**src/rtl/ptc_pkg.sv**
```systemverilog
`timescale 1ns/1ps
package ptc_pkg;
  typedef enum logic [2:0] {
    A_FRAC  = 3'd0,
    A_NS_LO = 3'd1,
    A_NS_HI = 3'd2,
    A_RATE  = 3'd3,
    A_CTRL  = 3'd4
  } reg_sel_e;
endpackage

```
**src/rtl/ptc_tick_core.sv**
```systemverilog
`timescale 1ns/1ps
module ptc_tick_core #(
  parameter int NS_W    = 40,
  parameter int FRAC_W  = 32,
  parameter int STEP_NS = 8
) (
  input  logic              clk,
  input  logic              rst,
  input  logic              run,
  input  logic              rate_neg,
  input  logic [FRAC_W-2:0] rate_mag,
  input  logic              load_en,
  input  logic [NS_W-1:0]   load_ns,
  input  logic [FRAC_W-1:0] load_frac,
  output logic [NS_W-1:0]   ns_q,
  output logic [FRAC_W-1:0] frac_q
);
  // Fraction update: result bit FRAC_W is the carry (add) or borrow (sub).
  function automatic logic [FRAC_W:0] frac_adv(input logic [FRAC_W-1:0] f,
                                               input logic neg,
                                               input logic [FRAC_W-2:0] m);
    logic [FRAC_W:0] s;
    if (neg) s = {1'b0, f} - {2'b00, m};
    else     s = {1'b0, f} + {2'b00, m};
    return s;
  endfunction

  function automatic logic [NS_W-1:0] ns_adv(input logic [NS_W-1:0] n,
                                             input logic up, input logic down);
    return n + NS_W'(STEP_NS) + NS_W'(up) - NS_W'(down);
  endfunction

  logic [FRAC_W:0]   frac_sum;
  logic              frac_carry;
  logic              frac_borrow;
  logic [NS_W-1:0]   ns_nx;

  always_comb begin
    frac_sum    = frac_adv(frac_q, rate_neg, rate_mag);
    frac_carry  = frac_sum[FRAC_W] & ~rate_neg;
    frac_borrow = frac_sum[FRAC_W] & rate_neg;
    ns_nx       = ns_adv(ns_q, frac_carry, frac_borrow);
  end

  always_ff @(posedge clk) begin
    if (rst) begin
      ns_q   <= '0;
      frac_q <= '0;
    end else if (load_en) begin
      ns_q   <= load_ns;
      frac_q <= load_frac;
    end else if (run) begin
      ns_q   <= ns_nx;
      frac_q <= frac_sum[FRAC_W-1:0];
    end
  end

  a_r2_frozen: assert property (@(posedge clk) disable iff (rst)
    (!run && !load_en) |=> ($stable(ns_q) && $stable(frac_q)));

  a_r3_nominal_step: assert property (@(posedge clk) disable iff (rst)
    (run && !load_en && rate_mag == '0) |=>
      ((ns_q - $past(ns_q)) == NS_W'(STEP_NS) && $stable(frac_q)));

  a_r4_carry_adds_ns: assert property (@(posedge clk) disable iff (rst)
    (run && !load_en && !rate_neg && rate_mag != '0) |=>
      (((ns_q - $past(ns_q)) == NS_W'(STEP_NS + 1)) == (frac_q < $past(frac_q))));

  a_r5_borrow_drops_ns: assert property (@(posedge clk) disable iff (rst)
    (run && !load_en && rate_neg && rate_mag != '0) |=>
      (((ns_q - $past(ns_q)) == NS_W'(STEP_NS - 1)) == (frac_q > $past(frac_q))));

  a_r9_atomic_load: assert property (@(posedge clk) disable iff (rst)
    load_en |=> (ns_q == $past(load_ns) && frac_q == $past(load_frac)));
endmodule

```
**src/rtl/ptc_snapshot.sv**
```systemverilog
`timescale 1ns/1ps
module ptc_snapshot #(
  parameter int NS_W = 40
) (
  input  logic            clk,
  input  logic            rst,
  input  logic            cap,
  input  logic            rel,
  input  logic [NS_W-1:0] live_ns,
  output logic [NS_W-1:0] snap_ns,
  output logic            snap_armed
);
  always_ff @(posedge clk) begin
    if (rst) begin
      snap_ns    <= '0;
      snap_armed <= 1'b0;
    end else if (cap) begin
      snap_ns    <= live_ns;
      snap_armed <= 1'b1;
    end else if (rel) begin
      snap_armed <= 1'b0;
    end
  end

  a_r7_capture: assert property (@(posedge clk) disable iff (rst)
    cap |=> (snap_ns == $past(live_ns) && snap_armed));

  a_r8_snap_hold: assert property (@(posedge clk) disable iff (rst)
    !cap |=> $stable(snap_ns));
endmodule

```
**src/rtl/ptc_stage.sv**
```systemverilog
`timescale 1ns/1ps
module ptc_stage #(
  parameter int FRAC_W = 32,
  parameter int DATA_W = 32
) (
  input  logic              clk,
  input  logic              rst,
  input  logic              wr_frac,
  input  logic              wr_lo,
  input  logic [DATA_W-1:0] wdata,
  output logic [FRAC_W-1:0] stage_frac,
  output logic [DATA_W-1:0] stage_lo
);
  always_ff @(posedge clk) begin
    if (rst) begin
      stage_frac <= '0;
      stage_lo   <= '0;
    end else begin
      if (wr_frac) stage_frac <= wdata[FRAC_W-1:0];
      if (wr_lo)   stage_lo   <= wdata;
    end
  end
endmodule

```
**src/rtl/ptp_time_counter.sv**
```systemverilog
`timescale 1ns/1ps
module ptp_time_counter #(
  parameter int NS_W    = 40,
  parameter int FRAC_W  = 32,
  parameter int STEP_NS = 8,
  parameter int DATA_W  = 32
) (
  input  logic              clk,
  input  logic              rst,
  input  logic              bus_wr,
  input  logic              bus_rd,
  input  logic [2:0]        bus_addr,
  input  logic [DATA_W-1:0] bus_wdata,
  output logic [DATA_W-1:0] bus_rdata
);
  import ptc_pkg::*;

  localparam int HI_W = NS_W - DATA_W;

  logic              wr_frac, wr_lo, wr_hi, wr_rate, wr_ctrl, rd_frac, rd_hi;
  logic [FRAC_W-1:0] rate_q;
  logic              ctrl_off;
  logic [NS_W-1:0]   core_ns, snap_ns, load_ns;
  logic [FRAC_W-1:0] core_frac, stage_frac;
  logic [DATA_W-1:0] stage_lo;
  logic              snap_armed;

  assign wr_frac = bus_wr && bus_addr == A_FRAC;
  assign wr_lo   = bus_wr && bus_addr == A_NS_LO;
  assign wr_hi   = bus_wr && bus_addr == A_NS_HI;
  assign wr_rate = bus_wr && bus_addr == A_RATE;
  assign wr_ctrl = bus_wr && bus_addr == A_CTRL;
  assign rd_frac = bus_rd && bus_addr == A_FRAC;
  assign rd_hi   = bus_rd && bus_addr == A_NS_HI;
  assign load_ns = {bus_wdata[HI_W-1:0], stage_lo};

  always_ff @(posedge clk) begin
    if (rst) begin
      rate_q   <= '0;
      ctrl_off <= 1'b1;
    end else begin
      if (wr_rate) rate_q   <= bus_wdata[FRAC_W-1:0];
      if (wr_ctrl) ctrl_off <= bus_wdata[DATA_W-1];
    end
  end

  ptc_tick_core #(.NS_W(NS_W), .FRAC_W(FRAC_W), .STEP_NS(STEP_NS)) u_core (
    .clk       (clk),
    .rst       (rst),
    .run       (!ctrl_off),
    .rate_neg  (rate_q[FRAC_W-1]),
    .rate_mag  (rate_q[FRAC_W-2:0]),
    .load_en   (wr_hi),
    .load_ns   (load_ns),
    .load_frac (stage_frac),
    .ns_q      (core_ns),
    .frac_q    (core_frac)
  );

  ptc_snapshot #(.NS_W(NS_W)) u_snap (
    .clk        (clk),
    .rst        (rst),
    .cap        (rd_frac),
    .rel        (rd_hi),
    .live_ns    (core_ns),
    .snap_ns    (snap_ns),
    .snap_armed (snap_armed)
  );

  ptc_stage #(.FRAC_W(FRAC_W), .DATA_W(DATA_W)) u_stage (
    .clk        (clk),
    .rst        (rst),
    .wr_frac    (wr_frac),
    .wr_lo      (wr_lo),
    .wdata      (bus_wdata),
    .stage_frac (stage_frac),
    .stage_lo   (stage_lo)
  );

  always_comb begin
    case (bus_addr)
      A_FRAC:  bus_rdata = DATA_W'(core_frac);
      A_NS_LO: bus_rdata = snap_ns[DATA_W-1:0];
      A_NS_HI: bus_rdata = DATA_W'(snap_ns[NS_W-1:DATA_W]);
      A_RATE:  bus_rdata = DATA_W'(rate_q);
      A_CTRL:  bus_rdata = {ctrl_off, {(DATA_W-1){1'b0}}};
      default: bus_rdata = '0;
    endcase
  end

  a_r10_ctrl_applies: assert property (@(posedge clk) disable iff (rst)
    wr_ctrl |=> (ctrl_off == $past(bus_wdata[DATA_W-1])));

  a_r8_armed_after_cap: assert property (@(posedge clk) disable iff (rst)
    (rd_frac && !wr_hi) |=> (snap_armed && snap_ns == $past(core_ns)));
endmodule

```
**config.mk**
```make
export PLATFORM = sky130hd
export DESIGN_NAME = ptp_time_counter
export DESIGN_NICKNAME = d
export VERILOG_FILES = /design/src/rtl/ptc_pkg.sv /design/src/rtl/ptc_tick_core.sv /design/src/rtl/ptc_snapshot.sv /design/src/rtl/ptc_stage.sv /design/src/rtl/ptp_time_counter.sv
export SDC_FILE = /design/constraint.sdc
export NUM_CORES = 1
export LEC_CHECK = 0
export BUFFER_PORTS_ARGS = -buffer_cell sky130_fd_sc_hd__buf_4
export CELL_PAD_IN_SITES_DETAIL_PLACEMENT = 2
export CELL_PAD_IN_SITES_GLOBAL_PLACEMENT = 2
export CORE_MARGIN = 5
export CORE_UTILIZATION = 39
export CTS_CLUSTER_DIAMETER = 80
export CTS_CLUSTER_SIZE = 30
export DETAILED_ROUTE_END_ITERATION = 12
export PLACE_DENSITY = 0.94
export SLEW_MARGIN = 20
export SYNTH_ARGS = -nofsm -noshare
export SYNTH_HDL_FRONTEND = slang
export SYNTH_SLANG_ARGS = --single-unit
```
**constraint.sdc**
```tcl
create_clock -name clk -period 11.2 [get_ports clk]
set_input_delay 2.24 -clock clk [delete_from_list [all_inputs] [get_ports clk]]
set_output_delay 2.24 -clock clk [all_outputs]
set_load 0.005 [all_outputs]
```
# --- Word level (Yosys, flattened, before mapping) ---
# Index checks and enable logic that the tools add are counted.
op_classes:
  addsub: 5
  mul: 0
  div: 0
  magnitude_cmp: 0
  eq_ne: 5
  n_shift: 0
  mux: 6
  n_bitwise: 3
  reduce_logical: 7
ops:
  columns: ["operator", "count"]
  rows:
  - ["case mux 32 bit (5 select lines)", 1]
  - ["2-to-1 mux 40 bit", 2]
  - ["2-to-1 mux 32 bit", 2]
  - ["adder 40 x 1 -> 40 bit", 1]
  - ["adder 40 x 4 -> 40 bit (second input constant)", 1]
  - ["subtractor 40 x 1 -> 40 bit", 1]
  - ["adder 32 x 31 -> 33 bit", 1]
  - ["2-to-1 mux 33 bit", 1]
  - ["subtractor 32 x 31 -> 33 bit", 1]
  - ["equality test 3 x 2 -> 1 bit (second input constant)", 2]
  - ["logical AND 1 bit", 6]
  - ["equality test 3 x 1 -> 1 bit (second input constant)", 1]
  - ["equality test 3 bit (second input constant)", 1]
  - ["logical NOT 3 bit", 1]
  - ["bitwise AND 1 bit", 2]
  - ["!= test 2 x 1 -> 1 bit (second input constant)", 1]
  - ["NOT 1 bit", 1]
totals:
  regBits: 209
  latchBits: 0
  ramBits: 0
  romBits: 0
  input_bits: 39
  output_inout_bits: 32
  elab_cells: 33
  memories: 0

# --- Longest topological paths before layout ---
# Gate-level depths: netlist of the first run.
depth:
  ltp_word: 7
  mapped_depth: 31
  mapped_depth_nobuf: 31

# --- Hierarchy ---
# From an unflattened synthesis of the first run, not the netlist that was laid out.
hier_totals:
  cells_unflattened: 1660
  hier_area_um2: 13903.3
by_module_without_submodules:
  columns: ["mod", "instances", "cells_each", "area_per_inst_um2", "seq_area_each_um2"]
  rows:
  - ["ptc_tick_core", 1, 1049, 7618.6, 1441.4]
  - ["ptp_time_counter", 1, 270, 2438.6, 660.6]
  - ["ptc_stage", 1, 207, 2339.7, 1281.2]
  - ["ptc_snapshot", 1, 134, 1506.4, 820.8]

# --- Least setup slack after synthesis of the first run ---
# No wires, ideal clock.
synth_path:
  path_kind: "input to output"
  startpoint: "input bus_addr[0]"
  endpoint: "output bus_rdata[12]"
  arrival_ns: 3.547
  required_time_ns: 8.960
  setup_slack_ns: 5.413
  stages: 6
  n_path_buf: 2
  cell_sequence: "buf_1 -> buf_1 -> mux2i_1 -> nor2_1 -> a21oi_1 -> nor2_1"
synth_between:
  elab_chain_cells: 2
  word_cells_on_any_way: 6
  classes_between: "4 x eq/ne; 1 x mux; 1 x reduce/logical"
synth_lines:
  columns: ["item", "line_no", "text"]
  rows:
  - ["start, declared", "ptp_time_counter.sv:12", "input logic [2:0] bus_addr,"]
  - ["equality test 3 bit, or another cell as far along", "ptp_time_counter.sv:81", "case (bus_addr)"]
  - ["case mux 32 bit (5 select lines) *", "ptp_time_counter.sv:81", null]
  - ["end, declared", "ptp_time_counter.sv:14", "output logic [DATA_W-1:0] bus_rdata"]
# Mark *: on every way between the ends. The rest lies on a longest branch, timed or not.

# --- Worst setup path in the final report of the first run ---
layout_path:
  startpoint: "register rate_q[0]"
  endpoint: "register u_core.ns_q[38]"
layout_between:
  elab_chain_cells: 7
  word_cells_on_any_way: 9
  classes_between: "4 x add/sub; 3 x mux; 2 x bitwise"
layout_lines:
  columns: ["item", "line_no", "text"]
  rows:
  - ["start, declared", "ptp_time_counter.sv:21", "logic [FRAC_W-1:0] rate_q;"]
  - ["start signal, assigned", "ptp_time_counter.sv:42", "if (wr_rate) rate_q <= bus_wdata[FRAC_W-1:0];"]
  - ["adder 32 x 31 -> 33 bit / subtractor 32 x 31 -> 33 bit (equally long branches)", "ptc_tick_core.sv:24, ptc_tick_core.sv:23", null]
  - ["2-to-1 mux 33 bit *", "ptc_tick_core.sv:23", "if (neg) s = {1'b0, f} - {2'b00, m};"]
  - ["bitwise AND 1 bit", "ptc_tick_core.sv:40", "frac_carry = frac_sum[FRAC_W] & ~rate_neg;"]
  - ["adder 40 x 1 -> 40 bit", "ptc_tick_core.sv:30", "return n + NS_W'(STEP_NS) + NS_W'(up) - NS_W'(down);"]
  - ["subtractor 40 x 1 -> 40 bit *", "ptc_tick_core.sv:30", null]
  - ["2-to-1 mux 40 bit *", "ptc_tick_core.sv:52", "end else if (run) begin"]
  - ["2-to-1 mux 40 bit *", "ptc_tick_core.sv:49", "end else if (load_en) begin"]
  - ["end signal, assigned", "ptc_tick_core.sv:50", "ns_q <= load_ns;"]
  - ["end signal, assigned", "ptc_tick_core.sv:53", "ns_q <= ns_nx;"]
  - ["end, declared", "ptc_tick_core.sv:15", "output logic [NS_W-1:0] ns_q,"]
# Mark *: on every way between the ends. The rest lies on a longest branch, timed or not. The select of a mux whose other input is x is not followed.
# A chain may end at the register's enable or synchronous reset.

==> results.yml, run 1 <==
routing:
  drc: 0
  vias_per_cell: 6.344
  drtAntennaViolNets: 0
  totalWireLength_um: 62470
  drt-wirelength-per-cell_um: 27.72
  drtIter0Drc: 1080
  num_vias: 14300
  dr.pass1.iters: 7
place:
  port-buffer-count: 70
  dp_hpwl_um: 42400
  place.gp.congestion: 0.8817
  dpl_cell_area_mm2: 0.01418
  dp_slack_ns: 3.879
sta:
  timing.fmax_ghz: 0.1297
  timing.hold.ws_ns: 0.4632
  period_needed_ns: 7.709
  worst_slack_ns: 3.491
  tightest_slew_ns: 1.124
  hold_viol_final: 0
  fin_tns_setup_ns: 0
  fin_skew_ns: 0.02728
  setup_viol: 0
  slew_violations: 0
  period_share_pct: 68.83
  slew_headroom_pct: 25.05
  grt_setup_unrepaired: "no"
finish:
  antenna_cells: 0
  final_common_cell: "nand2_1"
  nets: 1911
  mostFrequentLayoutCells: "364 x nand2_1, 266 x a21oi_1, 208 x dfxtp_1"
  fin_area_mm2: 0.01474
  drive_gt1_share_pct: 9.192
  fillCellCount: 3837
  syn_to_final_growth_pct: 10.13
grt:
  grt_pass1_vias: 15990
  grt_max_degree: 89
  overflow: 0
  grt_first_pass_wirelength_um: 95790
  antenna_found_initial: 0
  track_usage_pct: 31.41
synthesis:
  syn_avg_cell_area_um2: 7.397
  synth_top_cell_by_area: "dfxtp_1"
  syn_nets: 1924
  synth_xor_area_share_pct: 5.760
  synthTopCellsByArea: "dfxtp_1 31%, nand2_1 10%, a21oi_1 9.9%"
  synth_top_family_by_area: "compound AO/OA/AOI/OAI gates"
  ys_seq_elements: 209
  ys_seq_area_share_pct: 31.27
  synthDistinctLibCells: 74
  synth.top_cell.area_share_pct: 31.27
  synth-simple-area-share_pct: 21.81
  synth_compound_area_share_pct: 24.63
  yosys_most_used_dff: "dfxtp_1"
  synthCells: 1809
  async_reset_ff_share_pct: 0
  synth_edf_count: 0
  synth_mux_area_share_pct: 4.123
  yosys_warnings: 0
  syn_area_mm2: 0.01338
  synth-adder-area-share_pct: 7.218
floorplanning:
  row_count: 67
  die_area_mm2: 0.03812
  io_pins: 71
  die_x_um: 195.2
  start_util_pct: 39.71
  die_y_um: 195.2
  core-area_mm2: 0.03370
cts:
  cts.repair.resized: 0
  htree_levels: 1
  postCtsSetupRepairBufs: 0
  numCtsBuffers: 16
  clk_latency_ns: 0.53
  cts_tree: "yes"
  cts_buffer_depth: 3
  clk_pin_slew_worst_paths_ns: 0.10
  cts_sinks: 209
  root_buffer: "clkbuf_16"
  hold_buffers: 0
worst_setup_path:
  worstPathRequired_ns: 11.58
  cp_max_fo: 8
  worst-path-buf-inv: 3
  criticalPathCategory: "flip-flop to flip-flop"
  crit_family: "simple AND/OR/NAND/NOR gates"
  cp_data_arrival_time_ns: 8.09
  worstSetupEndpointType: "flip-flop"
  slowest_delay_ns: 0.63
  critPathSlowestCell: "nor4_2"
  cp_common_cell: "ha_1"
  setup.worst_path.start_class: "flip-flop"
min_path:
  hold_path_class: "flip-flop to flip-flop"
status:
  status: "completed"
power_and_ir_drop:
  power_leakage_nw: 5.825
  ir_worst_vdd_mv: 0.1105
  power-per-cell-area_mw_per_mm2: 150.9
run:
  drv_cap: 0
-- cell type report --
| type | instances | area [µm²] | share of cell area [%] |
|---|---|---|---|
| clock buffers | 19 | 452.9 | 3.074 |
| clock inverters | 9 | 107.6 | 0.7302 |
| inverters | 63 | 236.5 | 1.605 |
| multi-input cells | 1418 | 8527 | 57.86 |
| flip-flops and latches | 209 | 4188 | 28.42 |
| well taps | 448 | 560.5 | 3.804 |
| repair buffers | 88 | 664.4 | 4.508 |
-- power breakdown --
group	switching, mW	total (mW)	leakage (nW)	internal, mW
clock network	0.349	0.659	0.278	0.310
registers	0.0263	0.790	1.69	0.763
logic	0.502	0.775	3.86	0.273
total	0.877	2.22	5.82	1.35
-- kinds of logic (layout without fill, tap and decap cells) --
logic type	count (synthesis)	after routing
fa+ha+maj	76	76
xor+xnor	88	88
simple gates	667	667
flops	209	209
mux	45	45
compound gates	542	542
buf+inv	182	179
-- through the flow --
step                      power [mW]  instances  utilization, %
after floorplan                1.311       1809               -
after global placement         1.476       2226           42.07
after detailed placement       1.535       2226           42.07
after CTS                      2.207       2254           43.73
after global routing           2.294       2254           43.73
final                          2.224       2254           43.73
-- synth_stat cells (all sizes together), types with 5 or more instances --
cell type and n:
nand2 366, a21oi 270, dfxtp 209, nor2 150, clkbuf 101, o21ai 97
ha 74, inv 63, xnor2 61, a211oi 38, a21o 36, mux2i 36
xor2 27, o211ai 26, nor3 24, nand3 22, nand4 20, buf 18
nor2b 18, and3 15, o21a 12, a31oi 11, nand2b 10, o22ai 10
and2 9, o21bai 9, mux4 8, nand3b 8, nor4 6, a211o 5
nor3b 5
-- final timing paths --
| kind | slack [ns] | endpoint | cells after the start | start |
|---|---|---|---|---|
| min reg2reg | 0.46 | u_stage.stage_lo[31] | 2 | u_stage.stage_lo[31] |
| max | 3.49 | u_core.ns_q[38] | 30 | rate_q[0] |
| min | 0.46 | u_stage.stage_lo[31] | 2 | u_stage.stage_lo[31] |
| max reg2reg | 3.49 | u_core.ns_q[38] | 30 | rate_q[0] |
-- registers in the layout, indices dropped and copies added, names as in the netlist --
register and cells:
u_stage.stage_frac 32, ctrl_off 1, u_snap.snap_ns 40, rate_q 32, u_core.frac_q 32, u_stage.stage_lo 32, u_core.ns_q 40
-- routing by layer --
layer	GRT usage (%)	up-vias	wire [µm]
met5	0	-	0
met2	56.72	585	31420
li1	-	6223	-
met3	4.170	216	3487
met4	13.47	0	2955
met1	37.28	7276	24610
-- tightest hold or removal path, stage by stage, from the launching register on --
cell     delay (ns)
dfxtp_1        0.32
nand2_1        0.05
a21oi_1        0.05
Note: power is estimated with default switching activity, not from simulation.
==> run 2: changes to the inputs <==
--- a/config.mk
+++ b/config.mk
@@ -5,15 +5,16 @@
 export SDC_FILE = /design/constraint.sdc
 export NUM_CORES = 1
 export LEC_CHECK = 0
+export ABC_AREA = 1
 export BUFFER_PORTS_ARGS = -buffer_cell sky130_fd_sc_hd__buf_4
 export CELL_PAD_IN_SITES_DETAIL_PLACEMENT = 2
 export CELL_PAD_IN_SITES_GLOBAL_PLACEMENT = 2
 export CORE_MARGIN = 5
-export CORE_UTILIZATION = 39
+export CORE_UTILIZATION = 31
 export CTS_CLUSTER_DIAMETER = 80
 export CTS_CLUSTER_SIZE = 30
 export DETAILED_ROUTE_END_ITERATION = 12
-export PLACE_DENSITY = 0.94
+export PLACE_DENSITY = 0.86
 export SLEW_MARGIN = 20
 export SYNTH_ARGS = -nofsm -noshare
 export SYNTH_HDL_FRONTEND = slang
==> constraint.sdc (replaced) <==
create_clock -name clk -period 6.2 [get_ports clk]
set_input_delay 1.24 -clock clk [delete_from_list [all_inputs] [get_ports clk]]
set_output_delay 1.24 -clock clk [all_outputs]
set_load 0.005 [all_outputs]
==> run 2 against run 1 <==
Sequential share of layout area is 2.2 points lower. Synthesized area grew 7.0%. Clock skew up 0.040 ns. Register-to-register slack lost 3.1 ns. Critical endpoint is now u_core.ns_q[28]. Largest power group unchanged. Highest routed layer is now met5.
==> results.yml, run 2 <==
worst_setup_path:
  r2r_cells: 31
  worstPathRequired_ns: 6.61
  r2r_end: "u_core.ns_q[28]"
  critPathCapture: "u_core.ns_q[28]"
  cp_data_arrival_time_ns: 6.18
  slowest_delay_ns: 0.41
  cp_common_cell: "nand3_1"
  r2r_start: "rate_q[0]"
  criticalPathCategory: "flip-flop to flip-flop"
  r2r_slack_ns: 0.43
  cp_max_fo: 5
  worstSetupEndpointType: "flip-flop"
  critPathSlowestCell: "fa_1"
  cp-startpoint: "rate_q[0]"
  setup.worst_path.start_class: "flip-flop"
synthesis:
  synth_most_common_cell: "nand2_1"
  ys_seq_area_share_pct: 29.22
  syn_avg_cell_area_um2: 6.176
  ys_seq_elements: 209
  synthCells: 2319
  synthDistinctLibCells: 42
  synth.top_cell.area_share_pct: 29.22
  synthTopCellsByArea: "dfxtp_1 29%, nand2_1 15%, inv_1 11%"
  synth_edf_count: 0
  syn_nets: 2434
  yosys_most_used_dff: "dfxtp_1"
  synth_top_cell_by_area: "dfxtp_1"
  synth_common_cells: "570 x nand2_1, 413 x inv_1, 228 x a21oi_1"
  yosys_warnings: 0
  syn_area_mm2: 0.01432
  async_reset_ff_share_pct: 0
sta:
  worst_slack_ns: 0.4287
  setup_viol: 0
  timing.hold.ws_ns: 0.4524
  hold_viol_final: 0
  grt_setup_unrepaired: "no"
  slew_headroom_pct: 24.99
  fin_skew_ns: 0.06714
  fin_tns_setup_ns: 0
  slew_violations: 0
  tightest_slew_ns: 1.125
  period_needed_ns: 5.771
  period_share_pct: 93.08
  timing.fmax_ghz: 0.1733
routing:
  dr.pass1.iters: 5
  drtIter0Drc: 808
  num_vias: 15530
  totalWireLength_um: 64600
  vias_per_cell: 5.271
  drtAntennaViolNets: 0
  drc: 0
  drt-wirelength-per-cell_um: 21.93
finish:
  mostFrequentLayoutCells: "568 x nand2_1, 412 x inv_1, 226 x a21oi_1"
  antenna_cells: 0
  fillCellCount: 5638
  drive_gt1_share_pct: 6.138
  syn_to_final_growth_pct: 11.56
  nets: 2451
  top_regs: "u_core.ns_q x40, u_snap.snap_ns x40"
  final_common_cell: "nand2_1"
  seqCellArea_mm2: 0.004184
  multi_input_comb_area_mm2: 0.008210
power_and_ir_drop:
  p_total_mw: 4.084
  ir_worst_vdd_mv: 0.1388
  power-per-cell-area_mw_per_mm2: 255.7
  power_leakage_nw: 7.388
status:
  status: "completed"
cts:
  clk_latency_ns: 0.56
  root_buffer: "clkbuf_16"
  htree_levels: 1
  cts_buffer_depth: 3
  cts_sinks: 209
  cts_tree: "yes"
  numCtsBuffers: 16
  clk_pin_slew_worst_paths_ns: 0.11
  postCtsSetupRepairBufs: 0
grt:
  grt_max_degree: 80
  grt_pass1_vias: 17260
  overflow: 0
  grt_first_pass_wirelength_um: 99700
  track_usage_pct: 24.79
  antenna_found_initial: 1
floorplanning:
  die_area_mm2: 0.05060
  start_util_pct: 31.42
  io_pins: 71
  die_y_um: 224.9
  die_x_um: 224.9
  core-area_mm2: 0.04558
  row_count: 78
min_path:
  hold_path_class: "flip-flop to flip-flop"
place:
  place.gp.congestion: 0.8993
  port-buffer-count: 70
  dp_hpwl_um: 49790
  dp_slack_ns: 0.2790
run:
  drv_cap: 0
[run 2: cell types whose count changed after synthesis, moves of 46 or more]
cell      change
inv_1       +350
clkbuf_1     -46
nand2_1     +205
nor2_1       +54
o21ai_0     +138
xnor2_1      -60
nand3_1      +98
[run 2: worst min-delay path by stage]
stage,start,end,slack (ns),cells after the start
6_report,u_stage.stage_frac[30],u_stage.stage_frac[30],0.45,2
5_1_grt,u_snap.snap_ns[33],u_snap.snap_ns[33],0.49,2
2_1_floorplan,u_stage.stage_frac[10],u_stage.stage_frac[10],0.42,2
3_5_place_dp,u_stage.stage_frac[30],u_stage.stage_frac[30],0.44,2
4_1_cts,u_stage.stage_frac[30],u_stage.stage_frac[30],0.46,2
3_3_place_gp,u_stage.stage_frac[15],u_stage.stage_frac[15],0.43,2
[run 2: final cells by class]
type | count | share of cell area, %
sequential | 209 | 26.19
timing repair buffer | 83 | 3.978
tap | 600 | 4.699
inverter | 418 | 9.836
clock inverter | 11 | 1.245
clock buffer | 17 | 2.663
multi-input combinational | 1608 | 51.39
[run 2: layer usage]
layer	vias up	share of wire, %	track usage (%)
met5	-	0.031	0
met4	2	3.7	8.662
met3	107	3.4	3.074
met2	231	49	44.57
met1	7754	43	30.47
li1	7434	-	-
[run 2: kinds of logic after synthesis]
group | synth area share, %
flip-flops | 29.22
XOR/XNOR | 3.547
AO/OA/AOI/OAI | 19.70
buffers and inverters | 13.73
adder cells (fa/ha/maj) | 6.745
AND/OR/NAND/NOR | 27.06
[run 2: critical path, delay by kind of cell, from the launching register on]
kind	cells	cell delay (ns)
AND/OR/NAND/NOR	16	2.28
adder cells (fa/ha/maj)	5	1.39
AO/OA/AOI/OAI	4	0.92
buffers and inverters	5	0.48
flip-flops	1	0.35
XOR/XNOR	1	0.20
[run 2: power breakdown]
group | leakage, nW | internal [mW] | switching [mW]
clock | 0.295 | 0.565 | 0.671
sequential | 1.69 | 1.39 | 0.0425
combinational | 5.40 | 0.413 | 1.00
[run 2: stage by stage]
stage               cells  utilization (%)  cell area, µm²
CTS                  2946            35.00           15950
detailed placement   2918            33.63           15330
global placement     2918            33.63           15330
global route         2946            35.05           15980
finish               2946            35.05           15980
floorplan            2319                -           14320
[run 2: what timing repair did]
action,CTS,global route
setup endpoints to repair,0,18
resized for setup,0,6
hold buffers,0,0
==> run 3: changes to the inputs <==
--- a/config.mk
+++ b/config.mk
@@ -6,7 +6,7 @@
 export NUM_CORES = 1
 export LEC_CHECK = 0
 export ABC_AREA = 1
-export BUFFER_PORTS_ARGS = -buffer_cell sky130_fd_sc_hd__buf_4
+export BUFFER_PORTS_ARGS = -buffer_cell sky130_fd_sc_hd__buf_2
 export CELL_PAD_IN_SITES_DETAIL_PLACEMENT = 2
 export CELL_PAD_IN_SITES_GLOBAL_PLACEMENT = 2
 export CORE_MARGIN = 5
==> run 3 against run 2 <==
Critical path depth increased by 1. Setup slack improved by 0.072 ns. Maximum frequency rose by 1.3%. Power shrank 3.2%. Final cell count is 0.10% lower. Sequential share of layout area increased by 0.48 points. Flip-flop and latch count unchanged. Die area did not move. Critical path type unchanged. Largest power group unchanged.
==> results.yml, run 3 (same netlist as run 2, synthesis figures left out) <==
floorplanning:
  io_pins: 71
  row_count: 78
  core-area_mm2: 0.04558
  start_util_pct: 31.42
  die_area_mm2: 0.05060
  die_y_um: 224.9
  die_x_um: 224.9
sta:
  timing.fmax_ghz: 0.1754
  period_needed_ns: 5.700
  timing.hold.ws_ns: 0.4523
  hold_viol_final: 0
  grt_setup_unrepaired: "no"
  setup_viol: 0
  tightest_slew_ns: 1.100
  period_share_pct: 91.93
  slew_headroom_pct: 26.46
  fin_skew_ns: 0.03082
  fin_tns_setup_ns: 0
  slew_violations: 0
cts:
  hold_buffers: 0
  clk_latency_ns: 0.54
  cts_tree: "yes"
  numCtsBuffers: 15
  root_buffer: "clkbuf_16"
  cts_sinks: 209
  htree_levels: 1
  cts_buffer_depth: 3
  clk_pin_slew_worst_paths_ns: 0.10
grt:
  grt_use_met3_pct: 2.814
  overflow: 0
  met1_usage_pct: 30.63
  track_usage_pct: 24.50
  antenna_found_initial: 1
  grt_max_degree: 80
  grt_util_met2_pct: 43.18
  grt_busiest_layer: "met2"
  grt_pass1_vias: 16980
  grt_first_pass_wirelength_um: 98530
routing:
  totalWireLength_um: 63980
  num_vias: 15550
  vias_per_cell: 5.282
  drtIter0Drc: 815
  drt-wirelength-per-cell_um: 21.74
  dr.pass1.iters: 5
  drtAntennaViolNets: 0
  drc: 0
power_and_ir_drop:
  power_leakage_nw: 7.306
  ir_worst_vdd_mv: 0.1887
  power-per-cell-area_mw_per_mm2: 252.0
finish:
  nets: 2450
  finalNonFillerCells: 2943
  mostFrequentLayoutCells: "568 x nand2_1, 412 x inv_1, 227 x a21oi_1"
  fin_area_mm2: 0.01569
  fillCellCount: 5705
  top_regs: "u_core.ns_q x40, u_snap.snap_ns x40"
  antenna_cells: 0
  syn_to_final_growth_pct: 9.540
  drive_gt1_share_pct: 5.890
  final_common_cell: "nand2_1"
place:
  dp_hpwl_um: 49490
  place.gp.congestion: 0.8901
  port-buffer-count: 70
  dpl_cell_area_mm2: 0.01517
  dp_cells: 2918
status:
  status: "completed"
worst_setup_path:
  cp_max_fo: 5
  slowest_delay_ns: 0.42
  cp_data_arrival_time_ns: 6.06
  criticalPathCategory: "flip-flop to flip-flop"
  worstPathRequired_ns: 6.56
  setup.worst_path.start_class: "flip-flop"
  worstSetupEndpointType: "flip-flop"
  cp_common_cell: "nand2_1"
  critPathSlowestCell: "fa_1"
min_path:
  hold_path_class: "flip-flop to flip-flop"
run:
  drv_cap: 0
==> run 3: changes by cell type in the layout (fill, tap and decap cells not counted), sizes merged <==
| cell | change |
|---|---|
| clkinv | -3 |
| clkinvlp | +1 |
| clkbuf | -1 |
==> run 3: what timing repair did <==
item / 4_1_cts / 5_1_grt
gates resized for setup: 0 / 2
endpoints found under the setup margin: 0 / 8
setup buffers: 0 / 0
==> run 3: area by class of cell <==
class / count / area (µm²) / share of cell area [%]
flip-flops and latches: 209 / 4184 / 26.67
clock buffers: 16 / 389.1 / 2.480
inverters: 418 / 1572 / 10.02
well taps: 600 / 750.7 / 4.785
multi-input cells: 1608 / 8195 / 52.24
repair buffers: 83 / 473.0 / 3.015
clock inverters: 9 / 123.9 / 0.7896
==> run 3: worst paths after layout <==
kind | startpoint | to | slack, ns | depth (start not counted)
hold reg to reg | u_stage.stage_frac[15] | u_stage.stage_frac[15] | 0.45 | 2
hold / removal | u_stage.stage_frac[15] | u_stage.stage_frac[15] | 0.45 | 2
setup / recovery | rate_q[0] | u_core.ns_q[30] | 0.50 | 32
setup reg to reg | rate_q[0] | u_core.ns_q[30] | 0.50 | 32
==> run 3: per-stage QoR <==
| step | total power [mW] | setup slack, ns | utilization (%) |
|---|---|---|---|
| 2_1_floorplan | 2.386 | 1.759 | - |
| 3_3_place_gp | 2.773 | 0.6792 | 33.28 |
| 3_5_place_dp | 2.847 | 0.3655 | 33.28 |
| 4_1_cts | 3.992 | 0.2926 | 34.40 |
| 5_1_grt | 4.200 | 0.04693 | 34.42 |
| 6_report | 3.953 | 0.5003 | 34.42 |
==> run 3: power by group <==
| part | internal (mW) | switching, mW |
|---|---|---|
| registers | 1.39 | 0.0411 |
| clock network | 0.497 | 0.626 |
| logic | 0.403 | 0.996 |
==> run 3: routing by layer <==
metal  part of all wire, %  wire length (µm)  vias to the layer above
met1                    43             27800                     7746
met3                   3.8              2451                      103
met4                   4.1              2642                        0
li1                      -                 -                     7412
met2                    49             31090                      284
met5                     0                 0                        -
==> run 3: worst max-delay path, delay by kind of cell (launching register included) <==
| family | cells | cell delay, ns |
|---|---|---|
| buffers and inverters | 6 | 0.55 |
| xor gates and xnor gates | 1 | 0.18 |
| adders and majority gates | 5 | 1.43 |
| DFF | 1 | 0.36 |
| AOI/OAI and AO/OA | 4 | 0.73 |
| and+or+nand+nor | 16 | 2.27 |
